$ cat src/rtl/bank_dispatcher.sv
module bank_dispatcher #(
  parameter int ADDR_W = 8,
  parameter int DATA_W = 8,
  parameter int TAG_W  = 4,
  parameter int LOG_B  = 2,
  parameter int DEPTH  = 4,
  parameter int SVC_W  = 4
) (
  input  logic                          clk,
  input  logic                          rst_n,
  input  logic [ADDR_W-1:0]             key,
  input  logic [SVC_W-1:0]              svc_cycles,
  input  logic                          in_valid,
  input  logic                          in_write,
  input  logic [ADDR_W-1:0]             in_addr,
  input  logic [DATA_W-1:0]             in_wdata,
  input  logic [TAG_W-1:0]              in_tag,
  output logic [(1<<LOG_B)-1:0]         bk_valid,
  input  logic [(1<<LOG_B)-1:0]         bk_ready,
  output logic [(1<<LOG_B)-1:0]         bk_write,
  output logic [(1<<LOG_B)*ADDR_W-1:0]  bk_addr,
  output logic [(1<<LOG_B)*DATA_W-1:0]  bk_wdata,
  output logic [(1<<LOG_B)*TAG_W-1:0]   bk_tag,
  output logic                          ovf,
  output logic [LOG_B-1:0]              ovf_bank
);
  localparam int NB   = 1 << LOG_B;
  localparam int HALF = ADDR_W / 2;
  localparam int PW   = (DEPTH > 1) ? $clog2(DEPTH) : 1;
  localparam int CW   = $clog2(DEPTH + 1);
  localparam int EW   = 1 + ADDR_W + DATA_W + TAG_W;

  logic [ADDR_W-1:0] mix1, mix2, perm;
  assign mix1 = in_addr ^ key;
  assign mix2 = mix1 ^ (mix1 >> HALF);
  assign perm = {mix2[ADDR_W-2:0], mix2[ADDR_W-1]};

  logic [LOG_B-1:0] sel;
  assign sel = perm[LOG_B-1:0];

  logic [EW-1:0] entry;
  assign entry = {in_write, perm, in_wdata, in_tag};

  logic [NB-1:0] drop_hit;

  for (genvar g = 0; g < NB; g++) begin : g_bank
    logic [EW-1:0]    mem [DEPTH];
    logic [PW-1:0]    wp, rp;
    logic [CW-1:0]    cnt;
    logic [SVC_W-1:0] busy;
    logic             hit, deq, full, enq;

    assign hit  = in_valid && (sel == LOG_B'(g));
    assign deq  = bk_valid[g] && bk_ready[g];
    assign full = (cnt == CW'(DEPTH));
    assign enq  = hit && (!full || deq);
    assign drop_hit[g] = hit && full && !deq;

    assign bk_valid[g] = (cnt != '0) && (busy == '0);
    assign {bk_write[g], bk_addr[g*ADDR_W +: ADDR_W],
            bk_wdata[g*DATA_W +: DATA_W], bk_tag[g*TAG_W +: TAG_W]} = mem[rp];

    always_ff @(posedge clk)
      if (enq) mem[wp] <= entry;

    always_ff @(posedge clk) begin
      if (!rst_n) begin
        wp   <= '0;
        rp   <= '0;
        cnt  <= '0;
        busy <= '0;
      end else begin
        if (enq) wp <= (wp == PW'(DEPTH-1)) ? '0 : wp + 1'b1;
        if (deq) rp <= (rp == PW'(DEPTH-1)) ? '0 : rp + 1'b1;
        if (enq && !deq)      cnt <= cnt + 1'b1;
        else if (deq && !enq) cnt <= cnt - 1'b1;
        if (deq)               busy <= svc_cycles;
        else if (busy != '0)   busy <= busy - 1'b1;
      end
    end
  end

  always_ff @(posedge clk) begin
    if (!rst_n) begin
      ovf      <= 1'b0;
      ovf_bank <= '0;
    end else if ((|drop_hit) && !ovf) begin
      ovf      <= 1'b1;
      ovf_bank <= sel;
    end
  end
endmodule

$ cat config.mk
export PLATFORM = sky130hd
export DESIGN_NAME = bank_dispatcher
export DESIGN_NICKNAME = d
export VERILOG_FILES = /design/src/rtl/bank_dispatcher.sv
export SDC_FILE = /design/constraint.sdc
export NUM_CORES = 1
export LEC_CHECK = 0
export BUFFER_PORTS_ARGS = -buffer_cell sky130_fd_sc_hd__buf_2
export CORE_UTILIZATION = 59
export CTS_BUF_LIST = sky130_fd_sc_hd__clkbuf_8 sky130_fd_sc_hd__clkbuf_16
export DETAILED_ROUTE_END_ITERATION = 8
export GPL_ROUTABILITY_DRIVEN = 1
export GPL_TIMING_DRIVEN = 0
export PLACE_DENSITY = 0.8
export SLEW_MARGIN = 5
export SYNTH_ARGS = -nofsm -noshare
export SYNTH_HDL_FRONTEND = slang
export SYNTH_SLANG_ARGS = --single-unit
$ cat constraint.sdc
create_clock -name clk -period 3.6 [get_ports clk]
set_input_delay 0.18 -clock clk [delete_from_list [all_inputs] [get_ports clk]]
set_output_delay 0.18 -clock clk [all_outputs]
set_load 0.05 [all_outputs]
==> results.sh <==
export IMPL_status="complete, no violations"
export IMPL_synth_area_leaders="edfxtp_1, mux4_2, dfxtp_1, ha_1, mux2i_1"
export IMPL_critPathMaxStageDelay_ns=0.45
export IMPL_ctsRootBufferMaster="clkbuf_16"
export IMPL_gp_congestion=0.7611
export IMPL_dieArea_um2=26460
export IMPL_initial_core_util_pct=60.30
export IMPL_final_core_utilization_pct=69.64
export IMPL_timing_slew_headroom_pct=24.25
export IMPL_grt_pass1_wl_um=46490
export IMPL_drt_initial_drc_count=759
export IMPL_crit_start="g_bank[1].busy[0]$_SDFFE_PN0P_"
export IMPL_cts_sinks=391
export IMPL_ctsResizeCount=0
export IMPL_area_delta_synth_final_pct=15.49
export IMPL_cp_end_kind="flop"
export IMPL_final_cell_count_no_fill=1285
export IMPL_arrival_ns=3.50
export IMPL_finClkSkew_ns=0.01357
export IMPL_mappedNetlistNets=830
export IMPL_grt_usage_pct=24.24
export IMPL_cp_buffers_inverters=2
export IMPL_syn_inst=754
export IMPL_cts_tree="done"
export IMPL_viasPerCell=5.868
export IMPL_placed_area_um2=16310
export IMPL_grt_max_degree=25
export IMPL_synth_async_reset_ratio_pct=0
export IMPL_wl_per_cell_um=24.17
export IMPL_ctsLongestPathBuffers=3
export IMPL_cts_clk_slew_worst_paths_ns=0.06
export IMPL_crit_family="simple AND/OR/NAND/NOR gates"
export IMPL_synth_top_area_share_pct=66.26
export IMPL_cts_htree_levels=2
export IMPL_fin_crit_ns=3.055
export IMPL_maxCapViolations=0
export IMPL_yosys_area_top_type="edfxtp_1"
export IMPL_setup_viol=0
export IMPL_finish_net_count=1002
export IMPL_startpoint_type="flop"
export IMPL_final_area_um2=17590
export IMPL_hold_path_class="in -> reg"
export IMPL_slowest_stage="nor3b_2"
export IMPL_synth_distinct_cells=37
export IMPL_hold_viol=0
export IMPL_drive_gt1_share_pct=31.66
export IMPL_fp_dieH_um=162.7
export IMPL_ioPinCount=131
export IMPL_crit_chain="inv_1, ha_1, nor3b_2, a2111o_1, nor3b_4, ha_1, inv_1, fa_1, xor2_1, or3_1, a21boi_0"
export IMPL_via_count=7541
export IMPL_synth_edff_count=336
export IMPL_r2r_start="g_bank[1].busy[0]$_SDFFE_PN0P_"
export IMPL_portBuffers=129
export IMPL_ys_warn_count=0
export IMPL_p_leak_nw=6.008
export IMPL_grt_overflow=0
export IMPL_yosysMostFrequentCell="edfxtp_1"
export IMPL_core_um2=25250
export IMPL_clk_latency_ns=0.53
export IMPL_die_w_um=162.7
export IMPL_clock_fmax_mhz=327.3
export IMPL_grt_pass1_vias=7715
export IMPL_worstHoldStart="in_addr[7]"
export IMPL_yosysSeqAreaShare_pct=73.49
export IMPL_ir_worst_vdd_mv=0.5420
export IMPL_critPathMaxFanout=7
export IMPL_finalCritPeriodShare_pct=84.87
export IMPL_rsz0062_at_grt="no"
export IMPL_avgSynthCellArea_um2=20.20
export IMPL_synth_common_cells="edfxtp_1, mux4_2, dfxtp_1, ha_1, inv_1"
export IMPL_synth_ff_type="edfxtp_1"
export IMPL_cp_required_ns=4.04
export IMPL_crit_type="reg -> reg"
export IMPL_synth_area_um2=15230
export IMPL_dp_hpwl_um=18160
export IMPL_synth_seq_cells=391
export IMPL_p_per_area_nw_per_um2=716.5
export IMPL_cts_made_buffers=39
export IMPL_routed_wirelength_um=31050
export IMPL_ant_nets=0
export IMPL_dp_cells=1214
export IMPL_antenna_found_initial=1
export IMPL_worst_pin_slew_ns=1.136
export IMPL_row_count=58
export IMPL_fin_total_pwr_mw=12.60
export IMPL_firstDrtPassIters=5
export IMPL_route_detailed_drc=0
export IMPL_final_max_slew_violation_count=0
[tightest hold or removal path, stage by stage]
cell and delay, ns:
buf_2 0.10, xor2_2 0.09, nand2_1 0.07, mux2i_1 0.06
[cells by family (layout without fill, tap and decap cells)]
logic type	count (synthesis)	count (layout)	synth area share, %
fa+ha+maj	36	36	3.155
other cells	0	1	0
mux	106	106	13.87
compound gates	51	51	2.465
flops	391	391	73.49
xor+xnor	28	28	1.709
simple gates	90	90	3.895
buf+inv	52	252	1.421
[flip-flops by register name, indices dropped and copies added (netlist names), named ones only]
name,flops
ovf_bank,2
g_bank.cnt,12
ovf,1
g_bank.rp,8
g_bank.wp,8
g_bank.busy,16
g_bank.mem,336
[final timing paths]
kind	end	slack [ns]	cells past startpoint
worst max-delay path	g_bank[1].cnt[2]$_SDFFE_PN0P_	0.54	11
worst min-delay path	ovf_bank[0]$_SDFFE_PN0P_	0.03	4
worst max register to register	g_bank[1].cnt[2]$_SDFFE_PN0P_	0.54	11
worst min register to register	ovf_bank[0]$_SDFFE_PN0P_	0.47	2
[power breakdown]
part / internal [mW] / leakage, nW / total, mW / switching (mW)
sequential: 5.28 / 3.48 / 5.51 / 0.240
clock: 2.19 / 0.617 / 3.86 / 1.66
combinational: 1.16 / 1.91 / 3.23 / 2.07
[what timing repair did]
item / CTS / global route
buffers inserted: 0 / 0
hold endpoints to repair: 3 / 0
hold buffers: 1 / 0
[layout make-up]
class	instances	area (um^2)
plain buffers	23	107.6
inverters	29	108.9
flip-flops and latches	391	11190
clock inverters	28	201.4
fillers	1529	7667
well taps	330	412.9
clock buffers	41	1015
multi-input cells	311	3877
repair buffers	131	670.6
diodes	1	2.502
[metrics by stage]
step	TNS, ns	hold WS [ns]	setup slack (ns)
final	0	0.03124	0.5447
after global placement	-10.11	0.4558	-0.1548
after floorplan	0	0.2789	0.8280
after CTS	0	0.02194	0.5153
after global routing	0	0.04914	0.2657
after detailed placement	-0.07508	0.4607	-0.03490
[cell usage in the layout, fill, tap and decap left out, drive strengths merged, types with 10 or more instances in the layout]
cell	netlist	routed
xnor2	20	20
edfxtp	336	336
nor2b	28	28
clkbuf	13	54
dfxtp	55	55
o22ai	10	10
and2	29	29
ha	32	32
mux2i	22	22
mux4	84	84
buf	10	140
inv	29	37
clkinv	0	16
[metal layers]
layer	vias to the layer above	global-route usage, %	wire (um)
met5	-	0	0
met4	0	8.751	941
met3	61	4.176	1739
met2	306	41.55	16050
met1	3832	31.38	12320
li1	3342	-	-
Power figures use the tool's default switching activity.
